**src/rtl/serial_cfg_loader_pkg.sv**
```systemverilog
package serial_cfg_loader_pkg;

  typedef enum logic [3:0] {
    ST_IDLE,
    ST_RST_HOLD,
    ST_INIT_RISE,
    ST_SYNC,
    ST_HEADER,
    ST_PAYLOAD,
    ST_PAD,
    ST_DRAIN,
    ST_DONE_WAIT
  } ld_state_t;

  localparam logic [1:0] ERR_NONE      = 2'd0;
  localparam logic [1:0] ERR_INIT_HIGH = 2'd1;
  localparam logic [1:0] ERR_INIT_LOW  = 2'd2;
  localparam logic [1:0] ERR_NO_DONE   = 2'd3;

  localparam logic [7:0] BYTE_ONES = 8'hFF;
  localparam logic [7:0] CMP_TAG   = 8'h20;
  localparam logic [3:0] CMP_NIB   = 4'h3;

endpackage

```
**src/rtl/cfg_sync.sv**
```systemverilog
module cfg_sync #(
  parameter int   STAGES  = 2,
  parameter logic RST_VAL = 1'b0
) (
  input  logic clk,
  input  logic rst,
  input  logic d,
  output logic q
);
  logic [STAGES-1:0] chain;

  for (genvar i = 0; i < STAGES; i++) begin : g_stage
    if (i == 0) begin : g_first
      always_ff @(posedge clk) begin
        if (rst) chain[i] <= RST_VAL;
        else     chain[i] <= d;
      end
    end else begin : g_next
      always_ff @(posedge clk) begin
        if (rst) chain[i] <= RST_VAL;
        else     chain[i] <= chain[i-1];
      end
    end
  end

  assign q = chain[STAGES-1];
endmodule

```
**src/rtl/cfg_poll_timer.sv**
```systemverilog
module cfg_poll_timer #(
  parameter int PERIOD = 200000
) (
  input  logic clk,
  input  logic rst,
  input  logic clr,
  output logic tick
);
  localparam int CW = (PERIOD > 1) ? $clog2(PERIOD) : 1;
  localparam logic [CW-1:0] LAST = CW'(PERIOD - 1);

  logic [CW-1:0] cnt;

  always_ff @(posedge clk) begin
    if (rst || clr)      cnt <= '0;
    else if (cnt == LAST) cnt <= '0;
    else                 cnt <= cnt + 1'b1;
  end

  assign tick = (cnt == LAST) && !clr;

  if (PERIOD > 1) begin : g_chk
    // poll ticks are isolated single-cycle events
    a_r3_tick_isolated: assert property (@(posedge clk) disable iff (rst)
      tick |=> !tick);
  end
endmodule

```
**src/rtl/cfg_bit_shifter.sv**
```systemverilog
module cfg_bit_shifter (
  input  logic       clk,
  input  logic       rst,
  input  logic       abort,
  input  logic       load,
  input  logic [7:0] byte_in,
  output logic       busy,
  output logic       sclk,
  output logic       sdat
);
  logic       active;
  logic [7:0] sreg;
  logic [2:0] bit_cnt;
  logic [1:0] phase;

  always_ff @(posedge clk) begin
    if (rst || abort) begin
      active  <= 1'b0;
      sreg    <= '0;
      bit_cnt <= '0;
      phase   <= '0;
      sclk    <= 1'b1;
      sdat    <= 1'b1;
    end else if (!active) begin
      if (load) begin
        active  <= 1'b1;
        sreg    <= byte_in;
        bit_cnt <= '0;
        phase   <= 2'd0;
        sclk    <= 1'b0;
        sdat    <= 1'b1;
      end
    end else begin
      unique case (phase)
        2'd0: begin sdat <= sreg[7]; phase <= 2'd1; end
        2'd1: begin sclk <= 1'b1;    phase <= 2'd2; end
        2'd2: begin sdat <= 1'b1;    phase <= 2'd3; end
        default: begin
          if (bit_cnt == 3'd7) begin
            active <= 1'b0;
          end else begin
            bit_cnt <= bit_cnt + 1'b1;
            sreg    <= {sreg[6:0], 1'b0};
            sclk    <= 1'b0;
            phase   <= 2'd0;
          end
        end
      endcase
    end
  end

  assign busy = active;

  // data does not move while the clock rises
  a_r5_data_stable_rise: assert property (@(posedge clk) disable iff (rst)
    ($rose(sclk) && !$past(abort) && !$past(rst)) |-> $stable(sdat));
  // data is high whenever the clock falls
  a_r5_data_high_fall: assert property (@(posedge clk) disable iff (rst)
    $fell(sclk) |-> sdat);
endmodule

```
**src/rtl/serial_cfg_loader.sv**
```systemverilog
module serial_cfg_loader
  import serial_cfg_loader_pkg::*;
#(
  parameter int CLK_HZ      = 200_000_000,
  parameter int POLL_HZ     = 1000,
  parameter int MAX_MISSES  = 3,
  parameter int SYNC_FF_LEN = 4,
  parameter int PAD_BYTES   = 8,
  parameter int SYNC_STAGES = 2
) (
  input  logic       clk,
  input  logic       rst,
  input  logic       start,
  input  logic       compressed,
  input  logic       cfg_valid,
  input  logic [7:0] cfg_data,
  input  logic       cfg_last,
  output logic       cfg_ready,
  input  logic       tgt_init_n,
  input  logic       tgt_done,
  output logic       tgt_reset_n,
  output logic       tgt_clk,
  output logic       tgt_data,
  output logic       busy,
  output logic       done_ok,
  output logic [1:0] err_code
);
  localparam int POLL_CYC = (CLK_HZ / POLL_HZ > 1) ? CLK_HZ / POLL_HZ : 1;
  localparam int MW = $clog2(MAX_MISSES + 1);
  localparam int HW = (SYNC_FF_LEN > 1) ? $clog2(SYNC_FF_LEN) : 1;
  localparam int PW = (PAD_BYTES > 1) ? $clog2(PAD_BYTES) : 1;
  localparam logic [MW-1:0] MISS_LIM  = MW'(MAX_MISSES);
  localparam logic [HW-1:0] RAW_LAST  = HW'(SYNC_FF_LEN - 1);
  localparam logic [HW-1:0] CMP_LAST  = HW'(1);
  localparam logic [PW-1:0] PAD_LAST  = PW'(PAD_BYTES - 1);

  ld_state_t       state;
  logic            mode_q;
  logic [MW-1:0]   miss;
  logic [HW-1:0]   ff_run;
  logic            prev_ff;
  logic [HW-1:0]   hdr_idx;
  logic [PW-1:0]   pad_cnt;
  logic            last_seen;

  logic init_s, done_s, tick, waiting, tmr_clr;
  logic sh_busy, sh_load;
  logic [7:0] sh_byte;
  logic byte_take, is_ones, cmp_hit;

  cfg_sync #(.STAGES(SYNC_STAGES), .RST_VAL(1'b1)) u_sync_init (
    .clk(clk), .rst(rst), .d(tgt_init_n), .q(init_s));
  cfg_sync #(.STAGES(SYNC_STAGES), .RST_VAL(1'b0)) u_sync_done (
    .clk(clk), .rst(rst), .d(tgt_done), .q(done_s));

  assign waiting = (state == ST_RST_HOLD) || (state == ST_INIT_RISE) ||
                   (state == ST_DONE_WAIT);
  assign tmr_clr = start || !waiting;

  cfg_poll_timer #(.PERIOD(POLL_CYC)) u_timer (
    .clk(clk), .rst(rst), .clr(tmr_clr), .tick(tick));

  always_comb begin
    sh_load = 1'b0;
    sh_byte = BYTE_ONES;
    unique case (state)
      ST_HEADER: begin
        sh_load = !sh_busy;
        sh_byte = (mode_q && hdr_idx == CMP_LAST) ? CMP_TAG : BYTE_ONES;
      end
      ST_PAYLOAD: begin
        sh_load = cfg_valid && !sh_busy;
        sh_byte = cfg_data;
      end
      ST_PAD: sh_load = !sh_busy;
      default: ;
    endcase
  end

  cfg_bit_shifter u_shift (
    .clk(clk), .rst(rst), .abort(start), .load(sh_load && !start),
    .byte_in(sh_byte), .busy(sh_busy), .sclk(tgt_clk), .sdat(tgt_data));

  assign cfg_ready = (state == ST_SYNC) || (state == ST_PAYLOAD && !sh_busy);
  assign byte_take = cfg_valid && cfg_ready;
  assign is_ones   = (cfg_data == BYTE_ONES);
  assign cmp_hit   = prev_ff && (cfg_data[7:4] == CMP_NIB);

  always_ff @(posedge clk) begin
    if (rst) begin
      state       <= ST_IDLE;
      mode_q      <= 1'b0;
      miss        <= '0;
      ff_run      <= '0;
      prev_ff     <= 1'b0;
      hdr_idx     <= '0;
      pad_cnt     <= '0;
      last_seen   <= 1'b0;
      tgt_reset_n <= 1'b1;
      busy        <= 1'b0;
      done_ok     <= 1'b0;
      err_code    <= ERR_NONE;
    end else if (start) begin
      state       <= ST_RST_HOLD;
      mode_q      <= compressed;
      miss        <= '0;
      ff_run      <= '0;
      prev_ff     <= 1'b0;
      hdr_idx     <= '0;
      pad_cnt     <= '0;
      last_seen   <= 1'b0;
      tgt_reset_n <= 1'b0;
      busy        <= 1'b1;
      done_ok     <= 1'b0;
      err_code    <= ERR_NONE;
    end else begin
      unique case (state)
        ST_RST_HOLD: if (tick) begin
          if (!init_s) begin
            state       <= ST_INIT_RISE;
            tgt_reset_n <= 1'b1;
            miss        <= '0;
          end else if (miss == MISS_LIM) begin
            state       <= ST_IDLE;
            tgt_reset_n <= 1'b1;
            busy        <= 1'b0;
            err_code    <= ERR_INIT_HIGH;
          end else begin
            miss <= miss + 1'b1;
          end
        end
        ST_INIT_RISE: if (tick) begin
          if (init_s) begin
            state <= ST_SYNC;
            miss  <= '0;
          end else if (miss == MISS_LIM) begin
            state    <= ST_IDLE;
            busy     <= 1'b0;
            err_code <= ERR_INIT_LOW;
          end else begin
            miss <= miss + 1'b1;
          end
        end
        ST_SYNC: if (byte_take) begin
          if (mode_q) begin
            prev_ff <= is_ones;
            if (cmp_hit) begin
              state     <= ST_HEADER;
              hdr_idx   <= '0;
              last_seen <= cfg_last;
            end
          end else if (is_ones) begin
            if (ff_run == RAW_LAST) begin
              state     <= ST_HEADER;
              hdr_idx   <= '0;
              last_seen <= cfg_last;
            end else begin
              ff_run <= ff_run + 1'b1;
            end
          end else begin
            ff_run <= '0;
          end
        end
        ST_HEADER: if (sh_load) begin
          if (hdr_idx == (mode_q ? CMP_LAST : RAW_LAST)) begin
            pad_cnt <= '0;
            if (!last_seen)  state <= ST_PAYLOAD;
            else if (mode_q) state <= ST_DRAIN;
            else             state <= ST_PAD;
          end else begin
            hdr_idx <= hdr_idx + 1'b1;
          end
        end
        ST_PAYLOAD: if (sh_load && cfg_last) begin
          pad_cnt <= '0;
          state   <= mode_q ? ST_DRAIN : ST_PAD;
        end
        ST_PAD: if (sh_load) begin
          if (pad_cnt == PAD_LAST) state <= ST_DRAIN;
          else                     pad_cnt <= pad_cnt + 1'b1;
        end
        ST_DRAIN: if (!sh_busy) begin
          state <= ST_DONE_WAIT;
          miss  <= '0;
        end
        ST_DONE_WAIT: if (tick) begin
          if (done_s) begin
            state   <= ST_IDLE;
            busy    <= 1'b0;
            done_ok <= 1'b1;
          end else if (miss == MISS_LIM) begin
            state    <= ST_IDLE;
            busy     <= 1'b0;
            err_code <= ERR_NO_DONE;
          end else begin
            miss <= miss + 1'b1;
          end
        end
        default: ;
      endcase
    end
  end

  // serial lines idle high while the target is held in reset
  a_r2_lines_idle_in_reset: assert property (@(posedge clk) disable iff (rst)
    !tgt_reset_n |-> (tgt_clk && tgt_data && busy));
  // byte acceptance only inside a run
  a_r10_ready_needs_busy: assert property (@(posedge clk) disable iff (rst)
    cfg_ready |-> busy);
  // success and error are exclusive
  a_r9_ok_excludes_err: assert property (@(posedge clk) disable iff (rst)
    done_ok |-> (err_code == ERR_NONE && !busy));
  // any error ends the run with the target released
  a_r3_err_ends_run: assert property (@(posedge clk) disable iff (rst)
    (err_code != ERR_NONE) |-> (!busy && tgt_reset_n));
  // a start pulse always re-enters the reset phase
  a_r11_start_restarts: assert property (@(posedge clk) disable iff (rst)
    start |=> (busy && !tgt_reset_n && err_code == ERR_NONE));
endmodule

```
**config.mk**
```make
export PLATFORM = sky130hd
export DESIGN_NAME = serial_cfg_loader
export DESIGN_NICKNAME = d
export VERILOG_FILES = /design/src/rtl/serial_cfg_loader_pkg.sv /design/src/rtl/cfg_sync.sv /design/src/rtl/cfg_poll_timer.sv /design/src/rtl/cfg_bit_shifter.sv /design/src/rtl/serial_cfg_loader.sv
export SDC_FILE = /design/constraint.sdc
export NUM_CORES = 1
export LEC_CHECK = 0
export CELL_PAD_IN_SITES_DETAIL_PLACEMENT = 0
export CELL_PAD_IN_SITES_GLOBAL_PLACEMENT = 1
export CORE_ASPECT_RATIO = 1.4
export CORE_UTILIZATION = 45
export DETAILED_ROUTE_END_ITERATION = 8
export GPL_TIMING_DRIVEN = 0
export PLACE_DENSITY = 0.88
export SLEW_MARGIN = 25
export SYNTH_ARGS = -nofsm -noshare
export SYNTH_HDL_FRONTEND = slang
export SYNTH_HIERARCHICAL = 1
export SYNTH_SLANG_ARGS = --single-unit
```
**constraint.sdc**
```tcl
create_clock -name clk -period 3.15 [get_ports clk]
set_input_delay 0.315 -clock clk [delete_from_list [all_inputs] [get_ports clk]]
set_output_delay 0.315 -clock clk [all_outputs]
set_load 0.01 [all_outputs]
```
# Yosys cells after proc, flatten, opt, wreduce, memory -nomap -nowiden
# Cells that the tools add are included.
# Widths: inputs -> output; s select.
# word_totals
reg_bits	59
input_bits	16
elab_cells	249
# op_classes
eq_ne	64
add_sub_neg	6
n_reduce_logical	52
n_bitwise	1
mux	102
# op_table
op	count
$mux 4	18
$mux 2	31
$ne 3x3->1 const B	15
$mux 8	5
$ne 2x2->1 const B	17
$pmux 4 s8	1
$mux 1	28
$reduce_and 14->1	2
$mux 3	9
$add 18x1->18 const B	1
$eq 18x18->1 const B	1
$reduce_and 6->1	3
$eq 4x3->1 const B	4
$pmux 8 s2	1
$reduce_and 3->1	5
$eq 4x2->1 const B	3
$ne 2x1->1 const B	6
$pmux 2 s3	2
$reduce_bool 2->1	6
$reduce_and 10->1	1
$ne 3x2->1 const B	3
$pmux 3 s3	1
$reduce_bool 9->1	1
$eq 8x8->1 const B	1
29 further kinds	60

# Longest topological paths before layout
# Gate-level depths: netlist of run 1.
# logic_depth
depth_word	10
depth_mapped	14
ltp_nobuf	12

# Cells and area by module
# Netlist of run 1, hierarchy kept.
# by_module_without_submodules
module	cells_each	n_inst	area_each_um2
serial_cfg_loader	222	1	1605.3
cfg_bit_shifter	88	1	900.9
cfg_poll_timer	96	1	830.8
cfg_sync	4	2	52.6

# Worst setup path after synthesis of run 1
# Ideal clock, no wire load.
# synth_timing
path_type	register -> register
startpoint	register state[3]
endpoint	register err_code[1]
required_time_ns	3.080
path_slack_ns	0.404
stages_incl_launch_ff	15
setup_time_ns	0.070
arrival_time_ns	2.676
synth_period_minus_slack_ns	2.746
path_cell_list	dfxtp_1 > buf_2 > buf_2 > nand2_1 > a21oi_1 > a21oi_1 > or3_1 > nor2_1 > clkbuf_2 > nand2b_1 > a31oi_1 > o32a_1 > o211ai_2 > or4_1 > a21oi_1
# synth_via
elab_chain_cells	9
word_cells_on_any_way	21
# synth_rtl
element	line_no	rtl
from (decl)	serial_cfg_loader.sv:37	ld_state_t state;
from (signal assigned)	serial_cfg_loader.sv:176	state <= mode_q ? ST_DRAIN : ST_PAD;
$eq 4x1->1 or $eq 4x2->1 (tied branches)	serial_cfg_loader.sv:56	assign waiting = (state == ST_RST_HOLD) || (state == ST_INIT_RISE) ||
$logic_or 1x1->1	serial_cfg_loader.sv:56	
$logic_or 1x1->1 (*)	serial_cfg_loader.sv:56	
$logic_not 1->1 (*)	serial_cfg_loader.sv:58	assign tmr_clr = start || !waiting;
$logic_or 1x1->1 (*)	serial_cfg_loader.sv:58	
named net tmr_clr	serial_cfg_loader.sv:46	logic init_s, done_s, tick, waiting, tmr_clr;
$logic_not 1->1 (*)	cfg_poll_timer.sv:20	assign tick = (cnt == LAST) && !clr;
$logic_and 1x1->1 (*)	cfg_poll_timer.sv:20	
named net tick	serial_cfg_loader.sv:46	
$ne 2x2->1 (no line)	-	
$reduce_and 10->1 (no line) (*)	-	
to (signal assigned)	serial_cfg_loader.sv:102	err_code <= ERR_NONE;
to (signal assigned)	serial_cfg_loader.sv:115	err_code <= ERR_NONE;
to (signal assigned)	serial_cfg_loader.sv:127	err_code <= ERR_INIT_HIGH;
to (decl)	serial_cfg_loader.sv:26	output logic [1:0] err_code
# Mark *: on every way through the listed nets, which the timed path passes. The rest lies on a longest branch.
# A chain may end at the register's enable or synchronous reset.

# Worst setup path after layout of run 1
# Same ends and word-level chain as after synthesis.

==> run_results.csv, run 1 <==
group,metric,value,unit
outcome,status,"finished, final reports clean",
synth,ys_warn_count,6,
worst_setup_path,crit_path_top_delay_cell,"or4_1",
global_route,grt_pass1_wl,14080,um
die,start_util,46.76,%
timing,tns,0,ns
worst_setup_path,worstPathArrival,3.24,ns
worst_setup_path,crit_buf_inv,3,
worst_setup_path,cp_num_cells,14,
cts,cts_buffer_depth,2,
timing,clock_skew,0.008156,ns
synth,yosysMostFrequentCell,"dfxtp_1",
power,irDropWorstVdd,0.0003029,V
worst_setup_path,critical_path.most_common_cell,"a21oi_1",
worst_setup_path,reg2regPathDepth,14,
final_layout,drive_gt1_share,14.57,%
die,row_count,37,
drt,ant_nets,0,
global_route,gr-total-overflow,0,
die,ios,24,
power,p_per_area,408.9,nW/um^2
timing,setup_viol,0,
place,hpwlAfterDp,6211,um
worst_setup_path,path_delay_family,"simple AND/OR/NAND/NOR gates",
synth,yosys.area.top_type_share,34.31,%
synth,synth_area_leaders,"dfxtp_1 (34%), nor2_1 (4.9%), nand2_1 (4.6%), mux2i_1 (4.4%), ha_1 (4.0%)",
die,die_h,105.5,um
synth,ys_seq_area_share,34.31,%
synth,syn_area,3442,um^2
cts,clk_pin_slew,0.07,ns
synth,synthArstFlopShare,0,%
worst_setup_path,crit_chain,"clkbuf_4 -> buf_4 -> nand2_1 -> a21oi_1 -> a21oi_1 -> or3_1 -> nor2_1 -> clkbuf_4 -> nand2b_1 -> a31oi_1 -> o32a_1 -> o211ai_2 -> or4_1 -> a21oi_1",
drt,routed_wl,8414,um
drt,wl_per_cell,15.30,um
synth,synthCells,414,
final_layout,postLayoutCellArea,4031,um^2
drt,dr.first_iter.drc_count,196,
final_layout,insertedDiodeCount,0,
timing,min_period,2.957,ns
cts,cts_root_buffer,"clkbuf_8",
cts,numCtsBuffers,9,
worst_setup_path,end_kind,"register",
synth,ys.flop_type,"dfxtp_1",
timing,max_freq,0.3382,GHz
die,die_w,75.92,um
synth,syn-num-nets,441,
power,leakage,0.001334,uW
hold_path,whs_path_depth,1,
global_route,grt_max_degree,13,
cts,cts_tree,"built",
place,portBuffers,23,
cts,htreeDepth,3,
die,core-area,7361,um^2
place,dp_cells,534,
worst_setup_path,max_stage_delay,0.48,ns
cts,clock_latency,0.36,ns
die,dieArea,8008,um^2
hold_path,min_path_type,"register to register",
job,drv_cap,0,
place,place_area,3794,um^2
worst_setup_path,startpoint_type,"register",
worst_setup_path,critPathMaxFanout,10,
global_route,grt_pass1_vias,2996,
final_layout,fin_nets,475,
final_layout,syn_to_final_growth,17.12,%
drt,first_pass_iters,4,
worst_setup_path,critPathRequiredTime,3.43,ns
synth,synth_top_area_cell,"dfxtp_1",
timing,slew_violations,0,
synth,ys_seq_elements,59,
timing,slew_headroom,43.90,%
global_route,grt_usage,22.41,%
cts,clock_sinks,59,
timing,hold_viol_final,0,
timing,finalCritPeriodShare,93.87,%
synth,syn_avg_cell_area,8.314,um^2
drt,viasPerCell,5.649,
final_layout,fin_cells,550,
drt,drc,0,
timing,worst_slew_pin_slew,0.8350,ns
synth,ys_types,60,
drt,num_vias,3107,
synth,synth-edff-count,0,
place,gp_congestion,0.8891,
synth,synthTopCellsByCount,"dfxtp_1 (59), nor2_1 (45), nand2_1 (42)",
timing,rsz0062_at_grt,"no",
global_route,antenna_found_initial,0,
worst_setup_path,crit_type,"register to register",
[final timing paths]
kind | from | end | slack (ns)
min reg2reg | u_sync_init/chain[0] | u_sync_init/q | 0.42
max | state[3] | err_code[1] | 0.19
min | u_sync_init/chain[0] | u_sync_init/q | 0.42
max reg2reg | state[3] | err_code[1] | 0.19
[worst register-to-register path, cell delays in order, from the launching register on]
cell      delay (ns)
dfxtp_4         0.39
clkbuf_4        0.20
buf_4           0.19
nand2_1         0.07
a21oi_1         0.14
a21oi_1         0.05
or3_1           0.34
nor2_1          0.11
clkbuf_4        0.19
nand2b_1        0.07
a31oi_1         0.16
o32a_1          0.22
o211ai_2        0.12
or4_1           0.48
a21oi_1         0.15
[metrics by stage]
step           hold WS (ns)  power [uW]  setup WS (ns)  util [%]
6_report             0.4231        1649         0.1931     54.77
3_3_place_gp         0.3895       868.2        0.02248     51.54
2_1_floorplan        0.3832       823.6         0.4040         -
4_1_cts              0.4262        1666        0.02464     54.65
5_1_grt              0.4608        1701        0.02262     54.77
3_5_place_dp         0.4117       869.2       -0.03309     51.54
[report_power, final]
part / switching (uW) / total (uW) / internal (uW)
logic: 53.1 / 96.0 / 42.9
registers: 4.51 / 756 / 752
clock network: 330 / 796 / 466
total: 388 / 1650 / 1260
[state kept, by name, summed over array words and instances, names as in the netlist, 2 cells and up]
register         count
u_shift/sreg         8
u_shift/phase        2
u_timer/cnt         18
miss                 2
u_shift/bit_cnt      3
state                4
pad_cnt              3
ff_run               2
hdr_idx              2
err_code             2
[layer usage]
| metal | share of wire, % | wire length [um] | track usage, % | vias up |
|---|---|---|---|---|
| li1 | - | - | - | 1536 |
| met1 | 42 | 3566 | 24.87 | 1482 |
| met2 | 51 | 4266 | 40.00 | 65 |
| met3 | 3.2 | 272 | 2.684 | 24 |
| met4 | 3.7 | 309 | 14.84 | 0 |
| met5 | 0 | 0 | 0 | - |
[cell usage in the layout, fill, tap and decap left out, drive strengths merged, types with 2 or more instances in the layout]
cell and instances:
a211oi 9, a21oi 24, a221oi 3, a22oi 3
a31oi 2, and2b 4, and3 3, and3b 3
buf 16, bufinv 2, clkbuf 17, clkdlybuf4s50 23
clkinv 2, clkinvlp 2, dfxtp 59, ha 11
inv 17, mux2i 15, nand2 43, nand2b 3
nand3 18, nand3b 2, nand4 8, nor2 45
nor2b 7, nor3 19, nor3b 3, nor4 7
nor4b 3, o211ai 7, o21a 3, o21ai 15
o31ai 6, or2 10, or2b 2, or3 5
or4 4, or4b 2, xnor2 13, xor2 2
[layout make-up]
class / instances / area, um^2
repair buffers: 23 / 230.2
plain buffers: 23 / 165.2
fillers: 706 / 3329
well taps: 97 / 121.4
flip-flops and latches: 59 / 1185
inverters: 17 / 63.81
multi-input cells: 315 / 2039
clock inverters: 6 / 88.84
clock buffers: 10 / 137.6
[repair_timing]
action	in CTS	in global routing
gates resized for setup	1	5
buffers inserted	0	0
endpoints found under the hold margin	0	0
pin swaps	0	0
hold buffers	0	0
endpoints found under the setup margin	1	5
[kinds of logic after synthesis]
| group | after synthesis | synth area share, % |
|---|---|---|
| adder cells (fa/ha/maj) | 11 | 3.998 |
| buffers and inverters | 40 | 6.434 |
| AND/OR/NAND/NOR | 191 | 30.06 |
| AO/OA/AOI/OAI | 82 | 16.68 |
| flip-flops | 59 | 34.31 |
| multiplexers | 16 | 4.689 |
| XOR/XNOR | 15 | 3.817 |
No activity file was read; power rests on OpenSTA's default activity.
==> run 2, diff against run 1 <==
--- a/config.mk
+++ b/config.mk
@@ -5,6 +5,7 @@
 export SDC_FILE = /design/constraint.sdc
 export NUM_CORES = 1
 export LEC_CHECK = 0
+export ABC_CLOCK_PERIOD_IN_PS = 3150
 export CELL_PAD_IN_SITES_DETAIL_PLACEMENT = 0
 export CELL_PAD_IN_SITES_GLOBAL_PLACEMENT = 1
 export CORE_ASPECT_RATIO = 1.4
==> results of run 2 <==
Final layout, timing and power as in run 1 (identical DEF).
